==> config.mk <==
export PLATFORM = sky130hd
export DESIGN_NAME = noise_injector
export DESIGN_NICKNAME = d
export VERILOG_FILES = /design/src/rtl/noise_pkg.sv /design/src/rtl/noise_prng.sv /design/src/rtl/noise_rate_gate.sv /design/src/rtl/noise_mask_builder.sv /design/src/rtl/noise_injector.sv
export SDC_FILE = /design/constraint.sdc
export NUM_CORES = 2
export LEC_CHECK = 0
export ABC_CLOCK_PERIOD_IN_PS = 22400
export BUFFER_PORTS_ARGS = -buffer_cell sky130_fd_sc_hd__buf_2
export CAP_MARGIN = 15
export CORE_MARGIN = 3
export CORE_UTILIZATION = 30
export DETAILED_ROUTE_END_ITERATION = 12
export SYNTH_ARGS = -nofsm -noshare
export SYNTH_HDL_FRONTEND = slang
export SYNTH_SLANG_ARGS = --single-unit
export TNS_END_PERCENT = 50
==> constraint.sdc <==
create_clock -name clk -period 22.4 [get_ports clk]
set_input_delay 1.12 -clock clk [delete_from_list [all_inputs] [get_ports clk]]
set_output_delay 1.12 -clock clk [all_outputs]
set_load 0.01 [all_outputs]
==> src/rtl/noise_pkg.sv <==
package noise_pkg;

    localparam logic [63:0] SEED_HALF = 64'hB504_F32D_B504_F32D;

    typedef struct packed {
        logic [63:0] hi;
        logic [63:0] lo;
    } prng_state_t;

    typedef enum logic {
        ST_IDLE  = 1'b0,
        ST_BUILD = 1'b1
    } inj_state_e;

    function automatic prng_state_t prng_next(prng_state_t s);
        prng_state_t r;
        logic [63:0] a;
        logic [63:0] b;
        a    = s.lo;
        b    = s.hi;
        a    = a ^ (a << 23);
        r.lo = b;
        r.hi = a ^ b ^ (a >> 17) ^ (b >> 26);
        return r;
    endfunction

    function automatic logic [31:0] prng_draw(prng_state_t s);
        return s.hi[31:0] + s.lo[31:0];
    endfunction

endpackage

==> src/rtl/noise_prng.sv <==
module noise_prng
    import noise_pkg::*;
(
    input  logic        clk,
    input  logic        rst,
    input  logic        advance,
    output logic [31:0] draw_lo
);
    prng_state_t st_q;
    prng_state_t st_nxt;

    assign st_nxt  = prng_next(st_q);
    assign draw_lo = prng_draw(st_nxt);

    always_ff @(posedge clk) begin
        if (rst) begin
            st_q.hi <= SEED_HALF;
            st_q.lo <= SEED_HALF;
        end else if (advance) begin
            st_q <= st_nxt;
        end
    end
endmodule

==> src/rtl/noise_rate_gate.sv <==
module noise_rate_gate #(
    parameter int RATE_NUM = 1,
    parameter int RATE_DEN = 100
) (
    input  logic [31:0] draw_lo,
    output logic        hit
);
    generate
        if (RATE_NUM <= 0) begin : g_never
            logic draw_unused;
            assign draw_unused = ^draw_lo;
            assign hit = 1'b0;
        end else if (RATE_NUM >= RATE_DEN) begin : g_always
            logic draw_unused;
            assign draw_unused = ^draw_lo;
            assign hit = 1'b1;
        end else begin : g_ratio
            logic [31:0] rem;
            assign rem = draw_lo % 32'(RATE_DEN);
            assign hit = rem < 32'(RATE_NUM);
        end
    endgenerate
endmodule

==> src/rtl/noise_mask_builder.sv <==
module noise_mask_builder #(
    parameter int HASH_BITS  = 512,
    parameter int NOISE_BITS = 8
) (
    input  logic                 clk,
    input  logic                 rst,
    input  logic                 clear,
    input  logic                 step,
    input  logic [31:0]          draw_lo,
    output logic [HASH_BITS-1:0] mask_nxt,
    output logic                 done
);
    localparam int CNT_W = $clog2(NOISE_BITS + 1);

    logic [HASH_BITS-1:0] mask_q;
    logic [HASH_BITS-1:0] onehot;
    logic [CNT_W-1:0]     cnt_q;
    logic [31:0]          pos;
    logic                 fresh;

    assign pos = draw_lo % 32'(HASH_BITS);

    for (genvar i = 0; i < HASH_BITS; i++) begin : g_dec
        assign onehot[i] = (pos == 32'(i));
    end

    assign fresh    = |(onehot & ~mask_q);
    assign mask_nxt = mask_q | onehot;
    assign done     = step && fresh && (cnt_q == CNT_W'(NOISE_BITS - 1));

    always_ff @(posedge clk) begin
        if (rst || clear) begin
            mask_q <= '0;
            cnt_q  <= '0;
        end else if (step && fresh) begin
            mask_q <= mask_nxt;
            cnt_q  <= cnt_q + CNT_W'(1);
        end
    end
endmodule

==> src/rtl/noise_injector.sv <==
module noise_injector #(
    parameter int HASH_BITS  = 512,
    parameter bit NOISE_EN   = 1'b1,
    parameter int RATE_NUM   = 1,
    parameter int RATE_DEN   = 100,
    parameter int NOISE_BITS = HASH_BITS / 64,
    parameter int ROW_W      = 10,
    parameter int LANE_W     = 8
) (
    input  logic                 clk,
    input  logic                 rst,
    input  logic                 in_valid,
    output logic                 in_ready,
    input  logic [ROW_W-1:0]     in_row,
    input  logic [LANE_W-1:0]    in_lane,
    input  logic [HASH_BITS-1:0] in_hash,
    output logic                 out_valid,
    output logic [ROW_W-1:0]     out_row,
    output logic [LANE_W-1:0]    out_lane,
    output logic [HASH_BITS-1:0] out_hash
);
    import noise_pkg::*;

    localparam bit ACTIVE = NOISE_EN && (RATE_NUM > 0) && (NOISE_BITS > 0);

    generate
        if (ACTIVE) begin : g_noise
            inj_state_e           st_q;
            logic [31:0]          draw_lo;
            logic                 hit;
            logic                 accept;
            logic                 building;
            logic                 build_done;
            logic [HASH_BITS-1:0] mask_nxt;
            logic [HASH_BITS-1:0] cap_hash;
            logic [ROW_W-1:0]     cap_row;
            logic [LANE_W-1:0]    cap_lane;

            assign building = (st_q == ST_BUILD);
            assign in_ready = !building;
            assign accept   = in_valid && in_ready;

            noise_prng u_prng (
                .clk     (clk),
                .rst     (rst),
                .advance (accept || building),
                .draw_lo (draw_lo)
            );

            noise_rate_gate #(
                .RATE_NUM (RATE_NUM),
                .RATE_DEN (RATE_DEN)
            ) u_gate (
                .draw_lo (draw_lo),
                .hit     (hit)
            );

            noise_mask_builder #(
                .HASH_BITS  (HASH_BITS),
                .NOISE_BITS (NOISE_BITS)
            ) u_mask (
                .clk      (clk),
                .rst      (rst),
                .clear    (accept),
                .step     (building),
                .draw_lo  (draw_lo),
                .mask_nxt (mask_nxt),
                .done     (build_done)
            );

            always_ff @(posedge clk) begin
                if (rst) begin
                    st_q      <= ST_IDLE;
                    out_valid <= 1'b0;
                    out_row   <= '0;
                    out_lane  <= '0;
                    out_hash  <= '0;
                    cap_hash  <= '0;
                    cap_row   <= '0;
                    cap_lane  <= '0;
                end else begin
                    out_valid <= 1'b0;
                    case (st_q)
                        ST_IDLE: begin
                            if (accept) begin
                                cap_hash <= in_hash;
                                cap_row  <= in_row;
                                cap_lane <= in_lane;
                                if (hit) begin
                                    st_q <= ST_BUILD;
                                end else begin
                                    out_valid <= 1'b1;
                                    out_hash  <= in_hash;
                                    out_row   <= in_row;
                                    out_lane  <= in_lane;
                                end
                            end
                        end
                        ST_BUILD: begin
                            if (build_done) begin
                                out_valid <= 1'b1;
                                out_hash  <= cap_hash ^ mask_nxt;
                                out_row   <= cap_row;
                                out_lane  <= cap_lane;
                                st_q      <= ST_IDLE;
                            end
                        end
                        default: st_q <= ST_IDLE;
                    endcase
                end
            end
        end else begin : g_pass
            assign in_ready = 1'b1;

            always_ff @(posedge clk) begin
                if (rst) begin
                    out_valid <= 1'b0;
                    out_row   <= '0;
                    out_lane  <= '0;
                    out_hash  <= '0;
                end else begin
                    out_valid <= in_valid;
                    if (in_valid) begin
                        out_hash <= in_hash;
                        out_row  <= in_row;
                        out_lane <= in_lane;
                    end
                end
            end
        end
    endgenerate
endmodule

* Word-level counts from Yosys, hierarchy flattened *
Index checks and enable logic that the tools add are counted.

storage, ports and cells
  register bits = 1706

operators by class
  $add $sub $neg = 2
  div/mod/pow operators = 1
  magnitude comparators = 1
  equal/unequal tests = 515
  multiplexer cells = 20
  bitwise gates (word level) = 9
  reductions and logical operators = 10

operators by type and width
  kind                   count
  $eq 9x9->1 const B     256
  $mux 512               3
  $eq 9x8->1 const B     128
  $pmux 512 s2           1
  $eq 9x7->1 const B     64
  $and 512x512->512      1
  $not 512->512          1
  $or 512x512->512       1
  $reduce_or 512->1      1
  $xor 512x512->512      1
  $eq 9x6->1 const B     32
  $eq 9x5->1 const B     16
  $xor 64x64->64         2
  $eq 9x4->1 const B     8
  $xor 64x38->64         1
  $xor 64x47->64         1
  $eq 9x3->1 const B     4
  $add 32x32->32         1
  $logic_not 32->1       1
  $lt 32x1->1 const B    1
  $mod 32x7->32 const B  1
  $mux 10                3
  $mux 8                 3
  $pmux 10 s2            1
  other kinds (15)       26

* Logic depth before layout (Yosys ltp) *
  word-level depth = 12
  mapped depth = 88

* Hierarchy *
Synthesis repeated with hierarchy kept, for this count alone.

unflattened totals
  cells, all modules = 9000
  area, all modules = 81374.3 µm²

by module, submodules not included
  module              times used  cells each  area an instance (µm²)  sequential area each (µm²)
  noise_injector      1           4611        41496.0                 21260.4
  noise_mask_builder  1           2616        25677.1                 10329.9
  noise_prng          1           870         7862.5                  2562.5
  noise_rate_gate     1           903         6338.6                  0.0

* Least setup slack after synthesis *
OpenSTA, ideal clock, no wires.

  kind = register to register
  start point = reg g_noise.u_prng.st_q[17] (netlist name)
  end point = reg out_lane[0]
  library setup time = 101 ps
  data arrival time = 18387 ps
  required time = 22299 ps
  path slack = 3912 ps
  stages on the path, launching flop included = 78
  clock period less this slack = 18488 ps
  cells stage by stage = dfxtp_1 > xor2_1 > xnor2_1 > ha_1 > fa_1 > a21o_1 > a221o_1 > a21oi_1 > nor2_1 > or3_1 > nand3_1 > clkbuf_1 > o311ai_1 > a22oi_1 > o2bb2ai_1 > a21boi_2 > o31a_1 > a211o_1 > (+42 left out) > a221oi_2 > o21a_1 > a2bb2oi_2 > or2_1 > a31oi_1 > xnor2_2 > nor3_1 > or3_1 > and2_1 > or2_1 > a211o_1 > and3_1 > o2111a_1 > o21a_1 > or3_1 > buf_6 > buf_6 > a2111oi_4

RTL lines
  what                      RTL line               text
  start: declaration        noise_prng.sv:9        prng_state_t st_q;
  start signal: assignment  noise_prng.sv:20       st_q <= st_nxt;
  end signal: assignment    noise_injector.sv:95   out_lane <= in_lane;
  end signal: assignment    noise_injector.sv:104  out_lane <= cap_lane;
  end: declaration          noise_injector.sv:19   output logic [LANE_W-1:0] out_lane,

==> run summary <==
Die Wd = 547 microns
Finish-stage setup viols = 0
Vias in the first global route = 80608
Total CTS buffers = 201
Asr flop ratio synth = 0
Worst Hold Class = reg -> reg
Row count = 198
Max-cap check violation count = 0
Minimum clock period = 21.49 ns
Antenna Nets Post-Route = 0
Synthesized cell area = 87900 sq um
Detail Placement HPWL = 308000 microns
DRC Markers = 0
Top cell type's share of synthesized area = 0.389
Clock slew at reported path FFs = 0.06 ns
Synthesized instance count = 11389
Setup Crit Path Kind = reg -> reg
FILL cells = 30706
Worst path slowest cell = o41a_2
Fin nets = 12729
Sequential cell area = 34200 sq um
Initial antenna violation count = 121
Die H = 547 microns
Max H-tree Level = 4
Max FO, Critical Path = 12
R2R cell count = 76
Worst hold slack = 0.455 ns
Outcome = finished with violations
Max_slew headroom = -0.0586
Yosys top cell by area = dfxtp_1
Worst Tran Pin Value = 1.59 ns
Worst Hold Path EP = g_noise.cap_row[3]
Number of synthesized flops with an enable pin = 0
Average size of a mapped cell = 7.72 sq um
WHS Path Cells = 2
Initial core utilization = 0.302
Buffers on Ports = 1064
Core ar. = 291000 sq um
Yosys Warn Count = 0
WL final = 421000 microns
CP max stage delay = 0.61 ns
CP startpoint kind = flop
CTS tree = done
Placed Cells incl. Taps = 15844
Routed vias = 88191
Seq/Total Area, Yosys = 0.389
Area Overhead vs Synth = 19.9%
Fmax = 46.5 MHz
Seq cells post-synth = 1706
1st-iter DRT viols = 10467
Failing checks = max-slew violations
Post-synth top flop = dfxtp_1
Largest net degree at the start of global routing = 187
CP top delay family = compound AO/OA/AOI/OAI gates
Post-DR vias/cell = 5.42
Hold Crit Start = g_noise.cap_row[3]
Avg WL per Cell = 25.9 microns
Clock Skew = 0.0806 ns
Final core utilization = 0.362
Gr usage total = 0.265
Non-Filler Instances = 16263
Tcrit/Tclk final = 0.959
Synth area leaders = dfxtp_1 (39%), a21oi_1 (13%), a211oi_2 (7.2%)
First-pass iteration count of the detailed router = 7
First-pass GRT wire length = 591000 microns
Multi-input logic area = 48200 sq um
Routability congestion estimate = 0.999
Reg2Reg Setup Slack = 0.91 ns
R2r endpoint = out_lane[6]
RR Startpoint = g_noise.u_prng.st_q[17]
Final Max Slew Viols = 66
Crit path required time = 23.15 ns
Gr ovfl total = 0
Die area = 300000 sq um
Num ports = 1065
Net Count, Synth = 11956
Max clock buf depth = 4
Element type at the critical path end = flop
Clk sinks = 1706
Clock Latency Late Sink = 0.91 ns
WP buf/inv = 7
Worst endpoint data arrival time = 22.24 ns
Share of post-route cells with drive strength above 1 = 0.205
Post-synthesis cell type count = 121
Hold Violations, Final = 0
Root Driver = clkbuf_16
## Yosys cell counts, types with 22 or more instances
cell / number
o21ai_0: 115
or3_1: 45
a211oi_1: 42
a21o_1: 31
ha_1: 33
nand3_1: 52
buf_2: 34
nor4_1: 63
o21ai_1: 22
inv_1: 547
nand2_1: 1434
o211ai_1: 29
o21a_1: 25
a211oi_2: 509
xor2_1: 556
o22ai_1: 151
a21oi_1: 2212
buf_6: 60
clkbuf_1: 802
nor3_1: 795
mux2i_1: 23
nor2_1: 1303
o21bai_1: 22
dfxtp_1: 1706
a22oi_1: 32
nand3b_1: 44
xnor2_1: 196
nand4_1: 39
## worst max-delay path by stage
stage,startpoint,slack [ns],cells after the start,end
4_1_cts,g_noise.u_prng.st_q[17],1.06,74,out_row[8]
5_1_grt,g_noise.u_prng.st_q[1],-0.04,75,out_lane[6]
3_3_place_gp,g_noise.u_prng.st_q[0],1.05,73,out_row[1]
6_report,g_noise.u_prng.st_q[17],0.91,76,out_lane[6]
3_5_place_dp,g_noise.u_prng.st_q[0],1.14,74,out_row[4]
2_1_floorplan,g_noise.u_prng.st_q[17],3.91,77,out_lane[0]
## per-layer routing
layer | vias to the layer above | part of all wire | GRT usage
met5 | - | 0.0012 | 0
met3 | 897 | 0.11 | 0.0803
met1 | 42004 | 0.40 | 0.338
li1 | 40852 | - | -
met4 | 74 | 0.053 | 0.119
met2 | 4364 | 0.44 | 0.410
## worst reg2reg max path, delay by kind of cell, from the launching register on
kind                     cells  cell delay [ns]
AO/OA/AOI/OAI               45            13.54
adder cells (fa/ha/maj)      2             0.70
AND/OR/NAND/NOR             17             4.12
buffers and inverters        7             1.36
XOR/XNOR                     4             0.92
flip-flops                   1             0.42
multiplexers                 1             0.37
## repair_timing
action | in CTS | in global routing
endpoints found under the setup margin | 0 | 531
hold buffers | 0 | 0
resized for setup | 0 | 29
buffers inserted | 0 | 1
## cells in the final DEF, fill, tap and decap left out, drive strengths merged, types with 40 or more instances in the layout
master and n:
diode 40, xor2 556, xnor2 198, inv 552, a21oi 2219, nand3 53, nor3 797, or3 45
dfxtp 1706, o21ai 142, clkbuf 301, buf 1489, nand2 1434, o22ai 153, a211oi 552, nor4 65
nor2 1306, nand3b 44
## layout make-up
| type | instances | area share |
|---|---|---|
| inverters | 547 | 0.0195 |
| multi-input cells | 8217 | 0.458 |
| flip-flops and latches | 1706 | 0.324 |
| diodes | 40 | 0.000950 |
| clock buffers | 301 | 0.0566 |
| well taps | 3900 | 0.0463 |
| clock inverters | 63 | 0.00790 |
| repair buffers | 1489 | 0.0867 |
## through the flow
stage	worst slack (ns)	TNS, ns	instance area (sq um)
finish	0.908	0	105000
global route	-0.0410	-0.240	105000
CTS	1.06	0	105000
detailed placement	1.14	0	98200
global placement	1.05	0	98200
floorplan	3.91	0	87900
## cell families (layout without fill, tap and decap cells)
kind of cell               count (synthesis)  after routing  share of synthesized area
DFF                                     1706           1706                      0.389
AOI/OAI and AO/OA                       3466           3466                      0.266
buffers and inverters                   1466           2400                     0.0687
xor gates and xnor gates                 755            755                     0.0756
adders and majority gates                 38             38                    0.00538
other                                      0             40                          0
and+or+nand+nor                         3924           3924                      0.192
muxes                                     34             34                    0.00407
## flip-flops by register name, indices dropped and copies added, names as in the netlist, 4 cells and up
name / count
g_noise.cap_hash: 512
g_noise.cap_lane: 8
g_noise.cap_row: 10
g_noise.u_mask.cnt_q: 4
g_noise.u_mask.mask_q: 512
g_noise.u_prng.st_nxt: 64
g_noise.u_prng.st_q: 64
out_hash: 512
out_lane: 8
out_row: 10
Power is left out: the tool's default activity adds up to more than one toggle a clock period on the data nets, which glitch-free logic cannot reach.
